==> src/rtl/idx_irq_pkg.sv <==
package idx_irq_pkg;
  localparam int IDX_W      = 10;
  localparam int NONE_CODE  = 1023;
  // word addresses (byte offset / 4)
  localparam int A_CTRL     = 0;
  localparam int A_EN_SET   = 12;
  localparam int A_EN_CLR   = 13;
  localparam int A_ACK      = 17;
  localparam int A_MSK_SET  = 18;
  localparam int A_MSK_CLR  = 19;
endpackage

==> src/rtl/idx_irq_bitvec.sv <==
module idx_irq_bitvec #(
  parameter int N      = 64,
  parameter int DW     = 32,
  parameter bit RST_ONE = 1'b0
) (
  input  logic          clk,
  input  logic          rst,
  input  logic          set_en,
  input  logic          clr_en,
  input  logic [DW-1:0] idx_i,
  output logic [N-1:0]  bits_o
);
  for (genvar i = 0; i < N; i++) begin : g_bit
    logic hit;
    assign hit = (idx_i == DW'(i));
    always_ff @(posedge clk) begin
      if (rst)               bits_o[i] <= RST_ONE;
      else if (set_en && hit) bits_o[i] <= 1'b1;
      else if (clr_en && hit) bits_o[i] <= 1'b0;
    end
  end

  AST_OOR_IGNORED: assert property (@(posedge clk) disable iff (rst)
    ((set_en || clr_en) && idx_i >= DW'(N)) |=> $stable(bits_o));
  AST_SET_TAKES: assert property (@(posedge clk) disable iff (rst)
    (set_en && idx_i < DW'(N)) |=> |(bits_o & (N'(1) << $past(idx_i))));
  AST_CLR_TAKES: assert property (@(posedge clk) disable iff (rst)
    (clr_en && idx_i < DW'(N)) |=> !(|(bits_o & (N'(1) << $past(idx_i)))));
endmodule

==> src/rtl/idx_irq_select.sv <==
module idx_irq_select #(
  parameter int N     = 64,
  parameter int IW    = 10,
  parameter int NONE  = 1023
) (
  input  logic          clk,
  input  logic          rst,
  input  logic [N-1:0]  elig_i,
  output logic [IW-1:0] idx_o
);
  always_comb begin
    idx_o = IW'(NONE);
    for (int i = N - 1; i >= 0; i--) begin
      if (elig_i[i]) idx_o = IW'(i);
    end
  end

  AST_NONE_WHEN_IDLE: assert property (@(posedge clk) disable iff (rst)
    !(|elig_i) |-> idx_o == IW'(NONE));
  AST_PICK_IS_PENDING: assert property (@(posedge clk) disable iff (rst)
    (|elig_i) |-> |(elig_i & (N'(1) << idx_o)));
  AST_PICK_IS_LOWEST: assert property (@(posedge clk) disable iff (rst)
    (|elig_i) |-> ((elig_i & ((N'(1) << idx_o) - N'(1))) == '0));
endmodule

==> src/rtl/idx_irq_ctrl.sv <==
module idx_irq_ctrl
  import idx_irq_pkg::*;
#(
  parameter int N_SRC  = 64,
  parameter int ADDR_W = 6,
  parameter int DATA_W = 32
) (
  input  logic              clk,
  input  logic              rst,
  input  logic [N_SRC-1:0]  src_i,
  input  logic              bus_wr,
  input  logic              bus_rd,
  input  logic [ADDR_W-1:0] bus_addr,
  input  logic [DATA_W-1:0] bus_wdata,
  output logic [DATA_W-1:0] bus_rdata,
  output logic              irq_out
);
  localparam logic [DATA_W-1:0] CTRL_VAL = DATA_W'(N_SRC) << 2;

  logic [N_SRC-1:0] en_bits, msk_bits, elig;
  logic [IDX_W-1:0] ack_idx;

  idx_irq_bitvec #(.N(N_SRC), .DW(DATA_W), .RST_ONE(1'b0)) u_enable (
    .clk(clk), .rst(rst),
    .set_en(bus_wr && bus_addr == ADDR_W'(A_EN_SET)),
    .clr_en(bus_wr && bus_addr == ADDR_W'(A_EN_CLR)),
    .idx_i(bus_wdata), .bits_o(en_bits));

  idx_irq_bitvec #(.N(N_SRC), .DW(DATA_W), .RST_ONE(1'b1)) u_mask (
    .clk(clk), .rst(rst),
    .set_en(bus_wr && bus_addr == ADDR_W'(A_MSK_SET)),
    .clr_en(bus_wr && bus_addr == ADDR_W'(A_MSK_CLR)),
    .idx_i(bus_wdata), .bits_o(msk_bits));

  assign elig = src_i & en_bits & ~msk_bits;

  idx_irq_select #(.N(N_SRC), .IW(IDX_W), .NONE(NONE_CODE)) u_select (
    .clk(clk), .rst(rst), .elig_i(elig), .idx_o(ack_idx));

  always_ff @(posedge clk) begin
    if (rst) begin
      irq_out   <= 1'b0;
      bus_rdata <= '0;
    end else begin
      irq_out <= |elig;
      if (bus_rd) begin
        if (bus_addr == ADDR_W'(A_CTRL))     bus_rdata <= CTRL_VAL;
        else if (bus_addr == ADDR_W'(A_ACK)) bus_rdata <= DATA_W'(ack_idx);
        else                                 bus_rdata <= '0;
      end
    end
  end

  AST_RESET_QUIET: assert property (@(posedge clk)
    $past(rst) |-> !irq_out);
  AST_ACK_UPPER_ZERO: assert property (@(posedge clk) disable iff (rst)
    $past(bus_rd && bus_addr == ADDR_W'(A_ACK)) |-> bus_rdata[DATA_W-1:IDX_W] == '0);
  AST_IRQ_VS_ACK: assert property (@(posedge clk) disable iff (rst)
    $past(bus_rd && bus_addr == ADDR_W'(A_ACK) && !$past(rst)) |->
      (irq_out == (bus_rdata != DATA_W'(NONE_CODE))));
endmodule

==> config.mk <==
export PLATFORM = sky130hd
export DESIGN_NAME = idx_irq_ctrl
export DESIGN_NICKNAME = d
export VERILOG_FILES = /design/src/rtl/idx_irq_pkg.sv /design/src/rtl/idx_irq_bitvec.sv /design/src/rtl/idx_irq_select.sv /design/src/rtl/idx_irq_ctrl.sv
export SDC_FILE = /design/constraint.sdc
export NUM_CORES = 1
export LEC_CHECK = 0
export CAP_MARGIN = 20
export CORE_MARGIN = 5
export CORE_UTILIZATION = 35
export DETAILED_ROUTE_END_ITERATION = 8
export SYNTH_ARGS = -nofsm -noshare
export SYNTH_HDL_FRONTEND = slang
export SYNTH_HIERARCHICAL = 1
export SYNTH_SLANG_ARGS = --single-unit
==> constraint.sdc <==
create_clock -name clk -period 4.19 [get_ports clk]
set_input_delay 0.838 -clock clk [delete_from_list [all_inputs] [get_ports clk]]
set_output_delay 0.838 -clock clk [all_outputs]
set_load 0.05 [all_outputs]
==> impl_metrics.yaml, run 1 <==
worst_setup_path:
  crit_buf_inv: 2
  cpPeakStageDelay_ns: 0.67
  endpoint_kind: "flop"
  critPathTopFamily: "simple AND/OR/NAND/NOR gates"
  crit_cells: 6
  cp.required_ns: 4.51
  worstSetupPathType: "input port to flop"
  cp.arrival_ns: 3.61
  crit_fanout: 16
  cp_slowest_cell: "nor4_1"
  worstRegToRegCells: 9
  worstPathCellList: "clkdlybuf4s50_1 -> inv_1 -> nor4_1 -> nand4_2 -> or3_1 -> a221o_1"
  worst_setup_path_start_kind: "input port"
placed_design:
  hpwlAfterDp_um: 24300
  io_buffers: 116
  dp.cells: 1368
  gp_congestion: 0.967
  dp_slack_ns: 0.517
synth:
  yosysUniqueCellTypes: 53
  async_flop_share_pct: 0
  synthTopCellsByArea: "dfxtp_1, a221o_1, o31ai_1, nor2_1, or3_1"
  syn_area_um2: 7900
  ys_warn_count: 6
  synth_top_area_share_pct: 35.2
  postSynthCellCount: 1006
  ys_seq_area_share_pct: 35.2
  synth_edf_count: 0
  synth_ff_type: "dfxtp_1"
  avgSynthCellArea_um2: 7.85
  synthTopCellsByCount: "dfxtp_1, nor2_1, nand2_1, or3_1"
  post-synth-top-count-cell: "dfxtp_1"
  synthDominantAreaCellType: "dfxtp_1"
  ys_seq_elements: 139
floorplanning:
  chipWidth_um: 160
  initial_core_util_pct: 35.2
  die_h_um: 160
  core-area_um2: 22400
  die_area_um2: 25700
  ioPinCount: 139
  fp-row-count: 55
global_route:
  grt_pass1_vias: 8139
  grt_max_degree: 69
  antenna_found_initial: 0
  grt_usage_pct: 24.3
  grt_overflow_total: 0
  grt_pass1_wl_um: 48400
hold_path:
  holdPathStages: 2
  holdCritPathClass: "flop to flop"
layout:
  area_growth_pct: 24.1
  fillers: 2303
  stdcell_count: 1400
  multi_input_area_um2: 4640
  regArea_um2: 2780
  finalNetCount: 1208
  drive_gt1_share_pct: 6.73
  final_util_pct: 43.7
  n_antenna_cell: 0
drt:
  drcViolationCount: 0
  drt_iter0_markers: 961
  vias_per_cell: 6.22
  drtAntennaViolNets: 0
  vias: 8703
  wl_per_cell_um: 23.3
  totalWireLength_um: 32700
  first_pass_iters: 5
timing:
  finalWorstSetupSlack_ns: 0.893
  drv_slew: 0
  setup_tns_ns: 0
  grt_setup_unrepaired: "false"
  worst_pin_slew_ns: 0.780
  fin_crit_sh_pct: 78.7
  min_period_ns: 3.30
  fmax_mhz: 303
  hold_viol_final: 0
  skew_ns: 0.0133
  slew_headroom_pct: 47.9
  setup_viol: 0
power_and_ir_drop:
  cellLeakagePower_nw: 3.03
  peakVddDrop_mv: 0.272
  power_density_nw_per_um2: 320
clock_network:
  cts_setup_buffers: 0
  cts_tree: "done"
  cts_root_buffer: "clkbuf_16"
  clock_sinks: 139
  post_cts_resized: 0
  worstSkewPairLatency_ns: 0.44
  cts-buffers-inserted: 17
  hold_buffers: 0
  clockBufferDepth: 2
  cts.clk_slew.worst_paths_ns: 0.06
  cts_max_level: 4
outcome:
  status: "completed"
run:
  max_cap_violations: 0
==> cell usage in the layout, fill, tap and decap left out, types with 2 or more instances in the layout <==
cell type	instances
clkbuf_16	17
inv_8	4
o21bai_1	3
nor3_1	20
and4_2	4
nor4bb_1	2
and4_1	2
nand4_2	2
nor2_1	127
o31a_1	2
dfxtp_1	139
or3_1	67
inv_1	14
nor4_1	43
inv_6	7
o21ai_0	7
conb_1	22
clkdlybuf4s50_1	115
a211oi_1	3
nor4_4	2
nor3b_1	2
buf_4	30
nand2b_1	13
o22ai_1	9
nor2b_1	23
a21oi_1	63
nand3_1	65
a221o_1	64
or4_1	9
a21boi_1	2
o31ai_1	65
nand2_1	95
a31oi_1	5
nor4b_1	4
o311ai_0	17
nor4_2	2
a2111oi_0	4
nand4_1	21
o211ai_1	5
==> metal layers <==
metal | wire, µm | track usage (%)
met5 | 0 | 0
met2 | 14800 | 38.2
met4 | 986 | 9.93
met1 | 14200 | 33.5
met3 | 2640 | 3.77
==> stage by stage <==
step | hold WS (ns) | instance area (µm²) | power (mW)
floorplan | 0.444 | 7980 | 1.48
global placement | 0.451 | 9210 | 1.62
detailed placement | 0.459 | 9210 | 1.62
CTS | 0.468 | 9800 | 3.15
global route | 0.490 | 9800 | 3.23
finish | 0.468 | 9800 | 3.13
==> tightest hold or removal path: cells and delay by family (launching register included) <==
kind               cells  cell delay, ns
DFF                    1            0.31
AOI/OAI and AO/OA      2            0.11
==> state kept, by name, indices dropped and copies added (netlist names) <==
name	count
u_mask/bits_o	64
bus_rdata	10
u_enable/bits_o	64
irq_out	1
==> power by group <==
part | leakage (nW) | internal [mW] | switching, mW
registers | 1.12 | 1.32 | 0.000207
clock network | 0.294 | 0.851 | 0.688
logic | 1.62 | 0.109 | 0.164
==> logic make-up (layout without fill, tap and decap cells) <==
logic type	Yosys count	count (layout)	share of synthesized area (%)
buffers and inverters	103	191	6.97
and+or+nand+nor	504	504	33.0
other	1	22	0.0475
AOI/OAI and AO/OA	259	259	24.8
DFF	139	139	35.2
==> path summary, 6_finish.rpt <==
kind | end | from | slack (ns)
setup reg to reg | bus_rdata[0] | u_enable/bits_o[9] | 1.58
hold reg to reg | u_enable/bits_o[45] | u_enable/bits_o[45] | 0.47
hold / removal | u_enable/bits_o[45] | u_enable/bits_o[45] | 0.47
setup / recovery | u_mask/bits_o[13] | bus_addr[0] | 0.89
==> final cells by class <==
cell class	instances	area share (%)
clock buffer	17	4.34
clock inverter	15	1.70
inverter	14	0.536
multi-input combinational	785	47.4
sequential	139	28.4
tap	285	3.64
timing repair buffer	145	14.0
(Power assumes the default switching activity.)
==> inputs of run 2 (changes only) <==
- clock period: 4.19 -> 3.29 ns (I/O delays scaled with it)
==> run 2 against run 1 <==
Count of clock-buffer cells in the layout up 1. Die area unchanged. Clock skew down 0.0028 ns. Global-route usage up 0.12 points. Combinational power up 28%. Sequential share of layout area down 0.71 points. Core utilization up 1.1 points. Critical path type unchanged. Largest power group unchanged.
==> impl_metrics.yaml, run 2 (same netlist as run 1, synthesis figures left out) <==
placed_design:
  hpwlAfterDp_um: 24500
  gp_congestion: 0.994
  dp.cells: 1397
  io_buffers: 116
worst_setup_path:
  cp_slowest_cell: "clkdlybuf4s50_1"
  endpoint_kind: "flop"
  worstRegToRegCells: 12
  crit_fanout: 4
  cp.required_ns: 3.65
  worstSetupPathType: "input port to flop"
  cp.arrival_ns: 3.16
  cpPeakStageDelay_ns: 0.40
  reg2reg_slack_ns: 0.82
  worstPathCellList: "clkdlybuf4s50_1 -> nand2_1 -> nor2_1 -> nor4_1 -> buf_4 -> nand2_1 -> or3_1 -> nor4_1 -> buf_4 -> nand3_1 -> o21ai_0 -> nand3_1 -> a21oi_1"
  regToRegEndpoint: "bus_rdata[8]"
  worst_setup_path_start_kind: "input port"
  r2r-start: "u_enable/bits_o[32]"
layout:
  final_util_pct: 44.8
  stdcell_count: 1429
  final_common_cell: "dfxtp_1"
  drive_gt1_share_pct: 9.09
  reg_top3: "u_enable/bits_o x64, u_mask/bits_o x64, bus_rdata x10"
  n_antenna_cell: 0
  finalNetCount: 1237
  area_growth_pct: 27.3
  layout_common_cells: "dfxtp_1, nor2_1, clkdlybuf4s50_1, nand2_1, or3_1"
power_and_ir_drop:
  power_density_nw_per_um2: 395
  cellLeakagePower_nw: 3.19
  peakVddDrop_mv: 0.315
global_route:
  grt_pass1_wl_um: 49000
  grt_usage_pct: 24.5
  grt_pass1_vias: 8192
  grt_max_degree: 131
  grt_overflow_total: 0
  antenna_found_initial: 0
floorplanning:
  die_h_um: 160
  ioPinCount: 139
  die_area_um2: 25700
  chipWidth_um: 160
  core-area_um2: 22400
  fp-row-count: 55
  initial_core_util_pct: 35.2
timing:
  grt_setup_unrepaired: "false"
  hold_viol_final: 0
  fin_crit_sh_pct: 85.3
  setup_tns_ns: 0
  skew_ns: 0.0105
  min_period_ns: 2.80
  fmax_mhz: 357
  setup_viol: 0
  slew_headroom_pct: 48.7
  worst_pin_slew_ns: 0.768
  drv_slew: 0
  holdWs_ns: 0.467
drt:
  wl_per_cell_um: 23.0
  drtAntennaViolNets: 0
  vias_per_cell: 6.14
  totalWireLength_um: 32800
  drcViolationCount: 0
  vias: 8770
  first_pass_iters: 5
  drt_iter0_markers: 1053
run:
  max_cap_violations: 0
clock_network:
  cts-buffers-inserted: 17
  post_cts_resized: 0
  cts_root_buffer: "clkbuf_16"
  clockBufferDepth: 2
  cts_setup_buffers: 0
  hold_buffers: 0
  cts.clk_slew.worst_paths_ns: 0.07
  clock_sinks: 139
  worstSkewPairLatency_ns: 0.43
  cts_max_level: 4
  cts_tree: "done"
hold_path:
  whs_endpoint: "u_enable/bits_o[6]"
  hold_path_startpoint: "u_enable/bits_o[6]"
  holdPathStages: 2
  holdCritPathClass: "flop to flop"
outcome:
  status: "completed"
==> run 2: cell types whose count changed in the layout (fill, tap and decap cells not counted), sizes merged <==
cell    previous run  this run
buf               30        59
bufinv             1         0
clkbuf            17        18
==> run 2: per-stage QoR <==
step / instance area, µm² / power, mW / setup WS [ns]
4_1_cts: 10100 / 3.99 / 0.540
6_report: 10100 / 3.97 / 0.485
3_3_place_gp: 9470 / 2.07 / 0.124
2_1_floorplan: 7980 / 1.89 / 0.616
5_1_grt: 10100 / 4.09 / 0.289
3_5_place_dp: 9470 / 2.07 / 0.104
==> run 2: area by class of cell <==
cell class / instances / area (µm²)
Multi-Input combinational cell: 785 / 4640
Inverter: 14 / 52.6
Fill cell: 2310 / 12400
Clock inverter: 14 / 148
Tap cell: 285 / 357
Timing Repair Buffer: 174 / 1630
Clock buffer: 18 / 439
Sequential cell: 139 / 2780
==> run 2: routing by layer <==
layer	vias to the layer above	track usage, %	share of wire [%]
li1	4065	-	-
met1	4171	34.1	43
met2	468	37.5	45
met3	66	5.08	8.6
met4	0	8.88	3.3
met5	-	0	0
==> run 2: worst max-delay path by stage <==
stage,startpoint,endpoint,slack (ns),cells after the start
CTS,src_i[32],bus_rdata[8],0.54,13
finish,src_i[32],bus_rdata[8],0.49,13
global route,src_i[32],bus_rdata[8],0.29,13
detailed placement,src_i[17],bus_rdata[8],0.10,13
global placement,src_i[17],bus_rdata[8],0.12,13
floorplan,src_i[43],bus_rdata[8],0.62,10
==> run 2: critical path, delay by kind of cell <==
kind            cells  cell delay (ns)
simple gates        8             1.50
buf+inv             3             0.76
compound gates      2             0.24
==> run 2: report_power, final <==
group / internal [mW] / leakage, nW / total, mW / switching [mW]
registers: 1.68 / 1.12 / 1.68 / 0.000302
clock network: 1.04 / 0.291 / 1.94 / 0.899
logic: 0.141 / 1.78 / 0.350 / 0.210
